**config.mk**
```make
export PLATFORM = sky130hd
export DESIGN_NAME = wiper_cmd_engine
export DESIGN_NICKNAME = d
export VERILOG_FILES = /design/src/rtl/wce_pkg.sv /design/src/rtl/wce_decode.sv /design/src/rtl/wce_sat_step.sv /design/src/rtl/wce_busy.sv /design/src/rtl/wiper_cmd_engine.sv
export SDC_FILE = /design/constraint.sdc
export NUM_CORES = 1
export LEC_CHECK = 0
export BUFFER_PORTS_ARGS = -buffer_cell sky130_fd_sc_hd__clkbuf_2
export CAP_MARGIN = 20
export CORE_AREA = 10 10 115 117
export DETAILED_ROUTE_END_ITERATION = 8
export DIE_AREA = 0 0 125 127
export PLACE_DENSITY = 0.78
export SLEW_MARGIN = 20
export SYNTH_ARGS = -nofsm -noshare
export SYNTH_HDL_FRONTEND = slang
export SYNTH_SLANG_ARGS = --single-unit
```
**constraint.sdc**
```tcl
create_clock -name clk -period 4.2 [get_ports clk]
set_clock_uncertainty 0.1 [all_clocks]
set_input_delay 0.21 -clock clk [delete_from_list [all_inputs] [get_ports clk]]
set_output_delay 0.21 -clock clk [all_outputs]
set_load 0.1 [all_outputs]
```
**src/rtl/wce_pkg.sv**
```systemverilog
package wce_pkg;
  typedef enum logic [3:0] {
    OP_GDR2W = 4'b0001,
    OP_STEP  = 4'b0010,
    OP_GW2DR = 4'b1000,
    OP_RDW   = 4'b1001,
    OP_WRW   = 4'b1010,
    OP_RDDR  = 4'b1011,
    OP_WRDR  = 4'b1100,
    OP_DR2W  = 4'b1101,
    OP_W2DR  = 4'b1110
  } op_e;

  typedef struct packed {
    logic       ok;
    op_e        op;
    logic       pot;
    logic [1:0] slot;
  } instr_t;

  typedef enum logic [1:0] {PH_IDLE, PH_INSTR, PH_DATA, PH_SKIP} phase_e;
endpackage

```
**src/rtl/wce_decode.sv**
```systemverilog
module wce_decode
  import wce_pkg::*;
(
  input  logic [7:0] ibyte,
  output instr_t     ins
);
  always_comb begin
    ins.op   = op_e'(ibyte[7:4]);
    ins.pot  = ibyte[2];
    ins.slot = ibyte[1:0];
    case (ibyte[7:4])
      4'b0001, 4'b0010, 4'b1000, 4'b1001, 4'b1010,
      4'b1011, 4'b1100, 4'b1101, 4'b1110: ins.ok = ~ibyte[3];
      default:                            ins.ok = 1'b0;
    endcase
  end
endmodule

```
**src/rtl/wce_sat_step.sv**
```systemverilog
module wce_sat_step #(
  parameter int WW = 6
) (
  input  logic [WW-1:0] cur,
  input  logic          up,
  output logic [WW-1:0] nxt
);
  localparam logic [WW-1:0] TOP = {WW{1'b1}};
  always_comb begin
    if (up) nxt = (cur == TOP) ? cur : cur + 1'b1;
    else    nxt = (cur == '0)  ? cur : cur - 1'b1;
  end
endmodule

```
**src/rtl/wce_busy.sv**
```systemverilog
module wce_busy #(
  parameter int CYC = 250000
) (
  input  logic clk,
  input  logic rst_n,
  input  logic kick,
  output logic busy
);
  localparam int CW = $clog2(CYC + 1);
  logic [CW-1:0] cnt_q, cnt_d;

  always_comb begin
    if (kick)            cnt_d = CW'(CYC);
    else if (cnt_q != 0) cnt_d = cnt_q - 1'b1;
    else                 cnt_d = cnt_q;
  end

  always_ff @(posedge clk or negedge rst_n) begin
    if (!rst_n) cnt_q <= '0;
    else        cnt_q <= cnt_d;
  end

  assign busy = (cnt_q != 0);
endmodule

```
**src/rtl/wiper_cmd_engine.sv**
```systemverilog
module wiper_cmd_engine
  import wce_pkg::*;
#(
  parameter int WW       = 6,
  parameter int NDR      = 4,
  parameter int BUSY_CYC = 250000,
  parameter logic [2*NDR*WW-1:0] DR_RST =
    {6'd0, 6'd63, 6'd5, 6'd50, 6'd40, 6'd30, 6'd20, 6'd10}
) (
  input  logic            clk,
  input  logic            rst_n,
  input  logic            frm_start,
  input  logic            byte_vld,
  input  logic [7:0]      byte_dat,
  input  logic            frm_stop,
  output logic            busy,
  output logic [7:0]      rd_data,
  output logic [2*WW-1:0] wiper_code
);
  localparam int NPOT = 2;
  localparam int DW   = 8;

  phase_e        phase_q, phase_d;
  instr_t        ins_q, ins_d, dec;
  logic          nv_q, nv_d, kick;
  logic [WW-1:0] dat_q, dat_d;
  logic [DW-1:0] rd_q, rd_d;
  logic [WW-1:0] wcr_q [NPOT];
  logic [WW-1:0] wcr_d [NPOT];
  logic [WW-1:0] stp   [NPOT];
  logic [WW-1:0] dr_q  [NPOT][NDR];
  logic [WW-1:0] dr_d  [NPOT][NDR];
  logic          ev;

  wce_decode u_dec (.ibyte(byte_dat), .ins(dec));

  wce_busy #(.CYC(BUSY_CYC)) u_busy (
    .clk(clk), .rst_n(rst_n), .kick(kick), .busy(busy)
  );

  for (genvar p = 0; p < NPOT; p++) begin : g_pot
    wce_sat_step #(.WW(WW)) u_step (
      .cur(wcr_q[p]), .up(byte_dat[0]), .nxt(stp[p])
    );
    assign wiper_code[p*WW +: WW] = wcr_q[p];
  end

  assign ev = frm_start | frm_stop | byte_vld;

  always_comb begin
    phase_d = phase_q;
    ins_d   = ins_q;
    nv_d    = nv_q;
    dat_d   = dat_q;
    rd_d    = rd_q;
    wcr_d   = wcr_q;
    dr_d    = dr_q;
    kick    = 1'b0;
    if (frm_stop) begin
      phase_d = PH_IDLE;
      nv_d    = 1'b0;
      if (nv_q) begin
        kick = 1'b1;
        case (ins_q.op)
          OP_WRDR: dr_d[ins_q.pot][ins_q.slot] = dat_q;
          OP_W2DR: dr_d[ins_q.pot][ins_q.slot] = wcr_q[ins_q.pot];
          OP_GW2DR:
            for (int p = 0; p < NPOT; p++) dr_d[p][ins_q.slot] = wcr_q[p];
          default: ;
        endcase
      end
    end else if (frm_start) begin
      if (!busy) begin
        phase_d = PH_INSTR;
        nv_d    = 1'b0;
      end
    end else if (byte_vld) begin
      case (phase_q)
        PH_INSTR: begin
          ins_d   = dec;
          phase_d = dec.ok ? PH_DATA : PH_SKIP;
          if (dec.ok) begin
            case (dec.op)
              OP_RDW:  rd_d = {{(DW-WW){1'b0}}, wcr_q[dec.pot]};
              OP_RDDR: rd_d = {{(DW-WW){1'b0}}, dr_q[dec.pot][dec.slot]};
              OP_DR2W: wcr_d[dec.pot] = dr_q[dec.pot][dec.slot];
              OP_GDR2W:
                for (int p = 0; p < NPOT; p++) wcr_d[p] = dr_q[p][dec.slot];
              OP_W2DR, OP_GW2DR: nv_d = 1'b1;
              default: ;
            endcase
          end
        end
        PH_DATA: begin
          case (ins_q.op)
            OP_WRW:  wcr_d[ins_q.pot] = byte_dat[WW-1:0];
            OP_STEP: wcr_d[ins_q.pot] = stp[ins_q.pot];
            OP_WRDR: begin
              dat_d = byte_dat[WW-1:0];
              nv_d  = 1'b1;
            end
            default: ;
          endcase
        end
        default: ;
      endcase
    end
  end

  always_ff @(posedge clk or negedge rst_n) begin
    if (!rst_n) begin
      phase_q <= PH_IDLE;
      ins_q   <= '0;
      nv_q    <= 1'b0;
      dat_q   <= '0;
      rd_q    <= '0;
      for (int p = 0; p < NPOT; p++) begin
        wcr_q[p] <= DR_RST[(p*NDR)*WW +: WW];
        for (int r = 0; r < NDR; r++)
          dr_q[p][r] <= DR_RST[(p*NDR+r)*WW +: WW];
      end
    end else if (ev) begin
      phase_q <= phase_d;
      ins_q   <= ins_d;
      nv_q    <= nv_d;
      dat_q   <= dat_d;
      rd_q    <= rd_d;
      wcr_q   <= wcr_d;
      dr_q    <= dr_d;
    end
  end

  assign rd_data = rd_q;
endmodule

```
==> run_summary.xml <==
<?xml version="1.0" encoding="UTF-8"?>
<metrics>
  <group name="power_and_ir_drop">
    <metric name="comb_power_share" unit="">0.175</metric>
    <metric name="leakage" unit="nW">2.593</metric>
    <metric name="p_switching" unit="uW">779.0</metric>
    <metric name="peakVddDrop" unit="uV">291.3</metric>
    <metric name="power_frac_clock" unit="">0.366</metric>
    <metric name="p_int" unit="mW">1.662</metric>
    <metric name="powerDensity" unit="nW/um^2">379.5</metric>
    <metric name="power_frac_seq" unit="">0.459</metric>
    <metric name="power_switching_share" unit="">0.3192</metric>
  </group>
  <group name="global_route">
    <metric name="grt-ovfl-total" unit="">0</metric>
    <metric name="grt_antenna_before_repair" unit="">0</metric>
    <metric name="grt.total_usage" unit="">0.2014</metric>
    <metric name="grt_first_pass_wirelength" unit="mm">26.29</metric>
    <metric name="grt_start_max_net_pins" unit="">65</metric>
    <metric name="first_global_vias" unit="">4956</metric>
  </group>
  <group name="critical_path">
    <metric name="r2r.worst_path.cells" unit="">7</metric>
    <metric name="cp_max_fo" unit="">13</metric>
    <metric name="r2r_slack" unit="ns">1.53</metric>
    <metric name="cp_data_required_time" unit="ns">3.89</metric>
    <metric name="reg2reg_to" unit="">wiper_code[4]</metric>
    <metric name="worst-setup-path-type" unit="">reg2out</metric>
    <metric name="timing.critical_path.to_type" unit="">output pin</metric>
    <metric name="timing.critical_path.arrival" unit="ns">2.50</metric>
    <metric name="worst_r2r_startpoint" unit="">phase_q[0]</metric>
    <metric name="startpoint_class_of_the_critical_path" unit="">flip-flop</metric>
  </group>
  <group name="sta">
    <metric name="final_setup_violating_endpoints" unit="">0</metric>
    <metric name="final-max-slew-violation-count" unit="">0</metric>
    <metric name="min_period_over_period" unit="">0.6699</metric>
    <metric name="report.final.hold_viol_count" unit="">0</metric>
    <metric name="grt_setup_unrepaired" unit="">no</metric>
    <metric name="period_minus_slack" unit="ns">2.814</metric>
    <metric name="tns" unit="ns">0</metric>
    <metric name="tightestPinTransition" unit="ns">0.9797</metric>
    <metric name="worst_hold_slack" unit="ns">0.1168</metric>
    <metric name="slew_headroom" unit="">0.3469</metric>
    <metric name="timing.fmax" unit="MHz">355.4</metric>
  </group>
  <group name="placed_design">
    <metric name="io_buffers" unit="">31</metric>
    <metric name="hpwl" unit="mm">11.19</metric>
    <metric name="place.detailed.instances" unit="">705</metric>
    <metric name="placement.cell_area" unit="sq um">6095</metric>
    <metric name="gp_routability_congestion" unit="">0.9242</metric>
  </group>
  <group name="clock_network">
    <metric name="worst_skew_pair.late_latency" unit="ns">0.36</metric>
    <metric name="h-tree-depth" unit="">3</metric>
    <metric name="cts.sinks" unit="">100</metric>
    <metric name="clock_root_buffer_master" unit="">sky130_fd_sc_hd__clkbuf_16</metric>
    <metric name="clk_pin_slew_worst_paths" unit="ns">0.07</metric>
    <metric name="cts.repair_timing.setup_buffer_count" unit="">0</metric>
    <metric name="cts_buffer_depth" unit="">2</metric>
    <metric name="cts-buffers-inserted" unit="">9</metric>
    <metric name="tritoncts" unit="">done</metric>
  </group>
  <group name="floorplan">
    <metric name="initial_core_util" unit="">0.5341</metric>
    <metric name="chipHeight" unit="um">127</metric>
    <metric name="design.die.area" unit="sq um">15880</metric>
    <metric name="number_of_placement_rows" unit="">39</metric>
    <metric name="floorplan.core_area" unit="sq um">11130</metric>
    <metric name="die_width" unit="um">125</metric>
    <metric name="i_o_pins" unit="">34</metric>
  </group>
  <group name="finish">
    <metric name="register_area" unit="sq um">2535</metric>
    <metric name="post_route_cells_drive_above_1_share" unit="">0.2224</metric>
    <metric name="multi_input_area" unit="sq um">3159</metric>
    <metric name="num-fill-cells" unit="">915</metric>
    <metric name="finished_core_util" unit="">0.5780</metric>
    <metric name="number_of_standard_cells_in_the_final_layout_excluding_fillers" unit="">723</metric>
    <metric name="final_cell_area" unit="sq um">6431</metric>
    <metric name="antenna-diode-count" unit="">0</metric>
    <metric name="layout.nets" unit="">598</metric>
    <metric name="syn2layout_area_growth" unit="%">8.233</metric>
  </group>
  <group name="logic_synthesis">
    <metric name="synthSimpleGateAreaFrac" unit="">0.1695</metric>
    <metric name="synthXorXnorAreaFrac" unit="">0.02948</metric>
    <metric name="synth_mux_area_frac" unit="">0.1057</metric>
    <metric name="syn_warnings" unit="">0</metric>
    <metric name="seq_area_frac_synth" unit="">0.4266</metric>
    <metric name="dominantRegCellSynth" unit="">sky130_fd_sc_hd__dfrtp_1</metric>
    <metric name="yosys.area.top_type_share" unit="">0.3116</metric>
    <metric name="synth_cells" unit="">563</metric>
    <metric name="synth.ff_latch_count" unit="">100</metric>
    <metric name="synth.lib_cells_used.distinct" unit="">71</metric>
    <metric name="post-synth-top-count-cell" unit="">sky130_fd_sc_hd__dfrtp_1</metric>
    <metric name="post_synth_instance_area" unit="sq um">5942</metric>
    <metric name="synth_edf_count" unit="">0</metric>
    <metric name="synth-compound-area-share" unit="">0.2047</metric>
    <metric name="synth_area_leaders" unit="">sky130_fd_sc_hd__dfrtp_1, sky130_fd_sc_hd__dfstp_2, sky130_fd_sc_hd__a22o_1</metric>
    <metric name="post_synth.cell_area_avg" unit="sq um">10.55</metric>
    <metric name="synth_top_cells_by_count" unit="">sky130_fd_sc_hd__dfrtp_1, sky130_fd_sc_hd__a22o_1, sky130_fd_sc_hd__nor2_1, sky130_fd_sc_hd__nand2_1, sky130_fd_sc_hd__dfstp_2</metric>
    <metric name="synth_top_family_by_area" unit="">compound AO/OA/AOI/OAI gates</metric>
    <metric name="synth_async_sr_flop_share" unit="">1.000</metric>
    <metric name="synth-adder-area-share" unit="">0.02106</metric>
    <metric name="synth_top_cell_by_area" unit="">sky130_fd_sc_hd__dfrtp_1</metric>
  </group>
  <group name="routing">
    <metric name="detail_route.vias_per_cell" unit="">6.765</metric>
    <metric name="routed_wirelength" unit="mm">16.23</metric>
    <metric name="ant_nets" unit="">0</metric>
    <metric name="dr.pass1.iters" unit="">5</metric>
    <metric name="vias" unit="">4891</metric>
    <metric name="wl_per_cell" unit="um">22.45</metric>
    <metric name="drt_iter0_drc" unit="">740</metric>
    <metric name="drt_drc_violations_left" unit="">0</metric>
  </group>
  <group name="min_path">
    <metric name="worst_hold_path_stage_count" unit="">3</metric>
    <metric name="worst_hold_endpoint" unit="">phase_q[0]</metric>
    <metric name="kind_of_path_behind_the_tightest_hold_check" unit="">in2reg</metric>
    <metric name="hp-start" unit="">frm_start</metric>
  </group>
  <group name="outcome">
    <metric name="status" unit="">completed</metric>
  </group>
  <group name="job">
    <metric name="maxCapViolCount" unit="">0</metric>
  </group>
</metrics>
-- registers in the layout, summed over array words and instances (netlist names) --
signal	flops
u_busy.cnt_q	18
ins_q	7
dat_q	6
wiper_code	12
dr_q	48
rd_data	6
phase_q	2
nv_q	1
-- final cells by class --
cell class / instances / area share
clock buffer: 10 / 0.03716
clock inverter: 6 / 0.01206
inverter: 15 / 0.008755
multi-input combinational: 415 / 0.4912
sequential: 100 / 0.3942
tap: 143 / 0.02782
timing repair buffer: 34 / 0.02879
-- cell usage in the layout (no fill, tap or decap), types with 4 or more instances in the layout --
master	synthesis	layout
sky130_fd_sc_hd__nand3b_1	6	6
sky130_fd_sc_hd__nor2b_1	6	6
sky130_fd_sc_hd__mux2_2	18	18
sky130_fd_sc_hd__nand3_1	18	18
sky130_fd_sc_hd__a22o_1	60	60
sky130_fd_sc_hd__nand2_1	44	44
sky130_fd_sc_hd__xnor2_1	11	11
sky130_fd_sc_hd__nor4_1	6	6
sky130_fd_sc_hd__a31oi_2	5	5
sky130_fd_sc_hd__a31oi_1	8	8
sky130_fd_sc_hd__dfrtp_1	74	74
sky130_fd_sc_hd__a21o_1	4	4
sky130_fd_sc_hd__and2_1	4	4
sky130_fd_sc_hd__nand2b_1	6	6
sky130_fd_sc_hd__o211ai_1	5	5
sky130_fd_sc_hd__xor2_1	9	9
sky130_fd_sc_hd__mux4_2	18	18
sky130_fd_sc_hd__and3_1	4	4
sky130_fd_sc_hd__o31ai_1	5	5
sky130_fd_sc_hd__nor2_1	60	60
sky130_fd_sc_hd__nand4_1	5	5
sky130_fd_sc_hd__dfstp_2	26	26
sky130_fd_sc_hd__clkbuf_16	0	9
sky130_fd_sc_hd__a22oi_1	4	4
sky130_fd_sc_hd__o21ai_0	12	12
sky130_fd_sc_hd__clkbuf_2	0	30
sky130_fd_sc_hd__nor3_1	10	10
sky130_fd_sc_hd__ha_1	10	10
sky130_fd_sc_hd__a21oi_1	16	16
sky130_fd_sc_hd__inv_1	14	14
-- power by group through the flow --
| stage | Sequential [mW] | Combinational [mW] | Clock [mW] |
|---|---|---|---|
| 5_1_grt | 1.13 | 0.466 | 0.934 |
| 3_5_place_dp | 1.13 | 0.419 | 0 |
| 3_3_place_gp | 1.13 | 0.409 | 0 |
| 2_1_floorplan | 1.16 | 0.286 | 0 |
| 4_1_cts | 1.12 | 0.425 | 0.896 |
| 6_report | 1.12 | 0.427 | 0.892 |
-- stage by stage --
| step | setup slack (ns) | total power [mW] |
|---|---|---|
| global placement | 1.583 | 1.538 |
| floorplan | 1.562 | 1.449 |
| finish | 1.386 | 2.441 |
| CTS | 1.392 | 2.438 |
| global route | 1.217 | 2.528 |
| detailed placement | 1.530 | 1.553 |
-- critical path: stages, from the launching register on --
cell and delay (ns):
sky130_fd_sc_hd__dfrtp_1 0.43, sky130_fd_sc_hd__nor4_1 0.56, sky130_fd_sc_hd__and4_1 0.56, sky130_fd_sc_hd__nand2_1 0.19, sky130_fd_sc_hd__clkbuf_2 0.41
-- metal layers --
metal	global-route usage	vias to the layer above	wire length [um]	share of wire
li1	-	2140	-	-
met1	0.2586	2429	6768	0.42
met2	0.3175	278	7524	0.46
met3	0.05542	44	1457	0.090
met4	0.07927	0	477	0.029
met5	0	-	0	0
-- cells by family after synthesis --
logic type,count (synthesis)
compound gates,150
xor+xnor,20
fa+ha+maj,10
buf+inv,49
flops,100
mux,38
other cells,1
simple gates,195
-- how the worst max path moves through the flow --
stage	slack, ns	startpoint	cells after the start	end
floorplan	1.56	wiper_code[6]	6	wiper_code[6]
global placement	1.58	phase_q[0]	7	wiper_code[3]
detailed placement	1.53	phase_q[0]	7	wiper_code[4]
CTS	1.39	u_busy.cnt_q[10]	4	busy
global route	1.22	u_busy.cnt_q[9]	4	busy
finish	1.39	u_busy.cnt_q[9]	4	busy
-- what timing repair did --
item,in CTS,in global routing
endpoints found under the hold margin,48,0
setup endpoints to repair,0,0
resized for setup,0,0
hold buffers,2,0
Power figures use the tool's default switching activity.
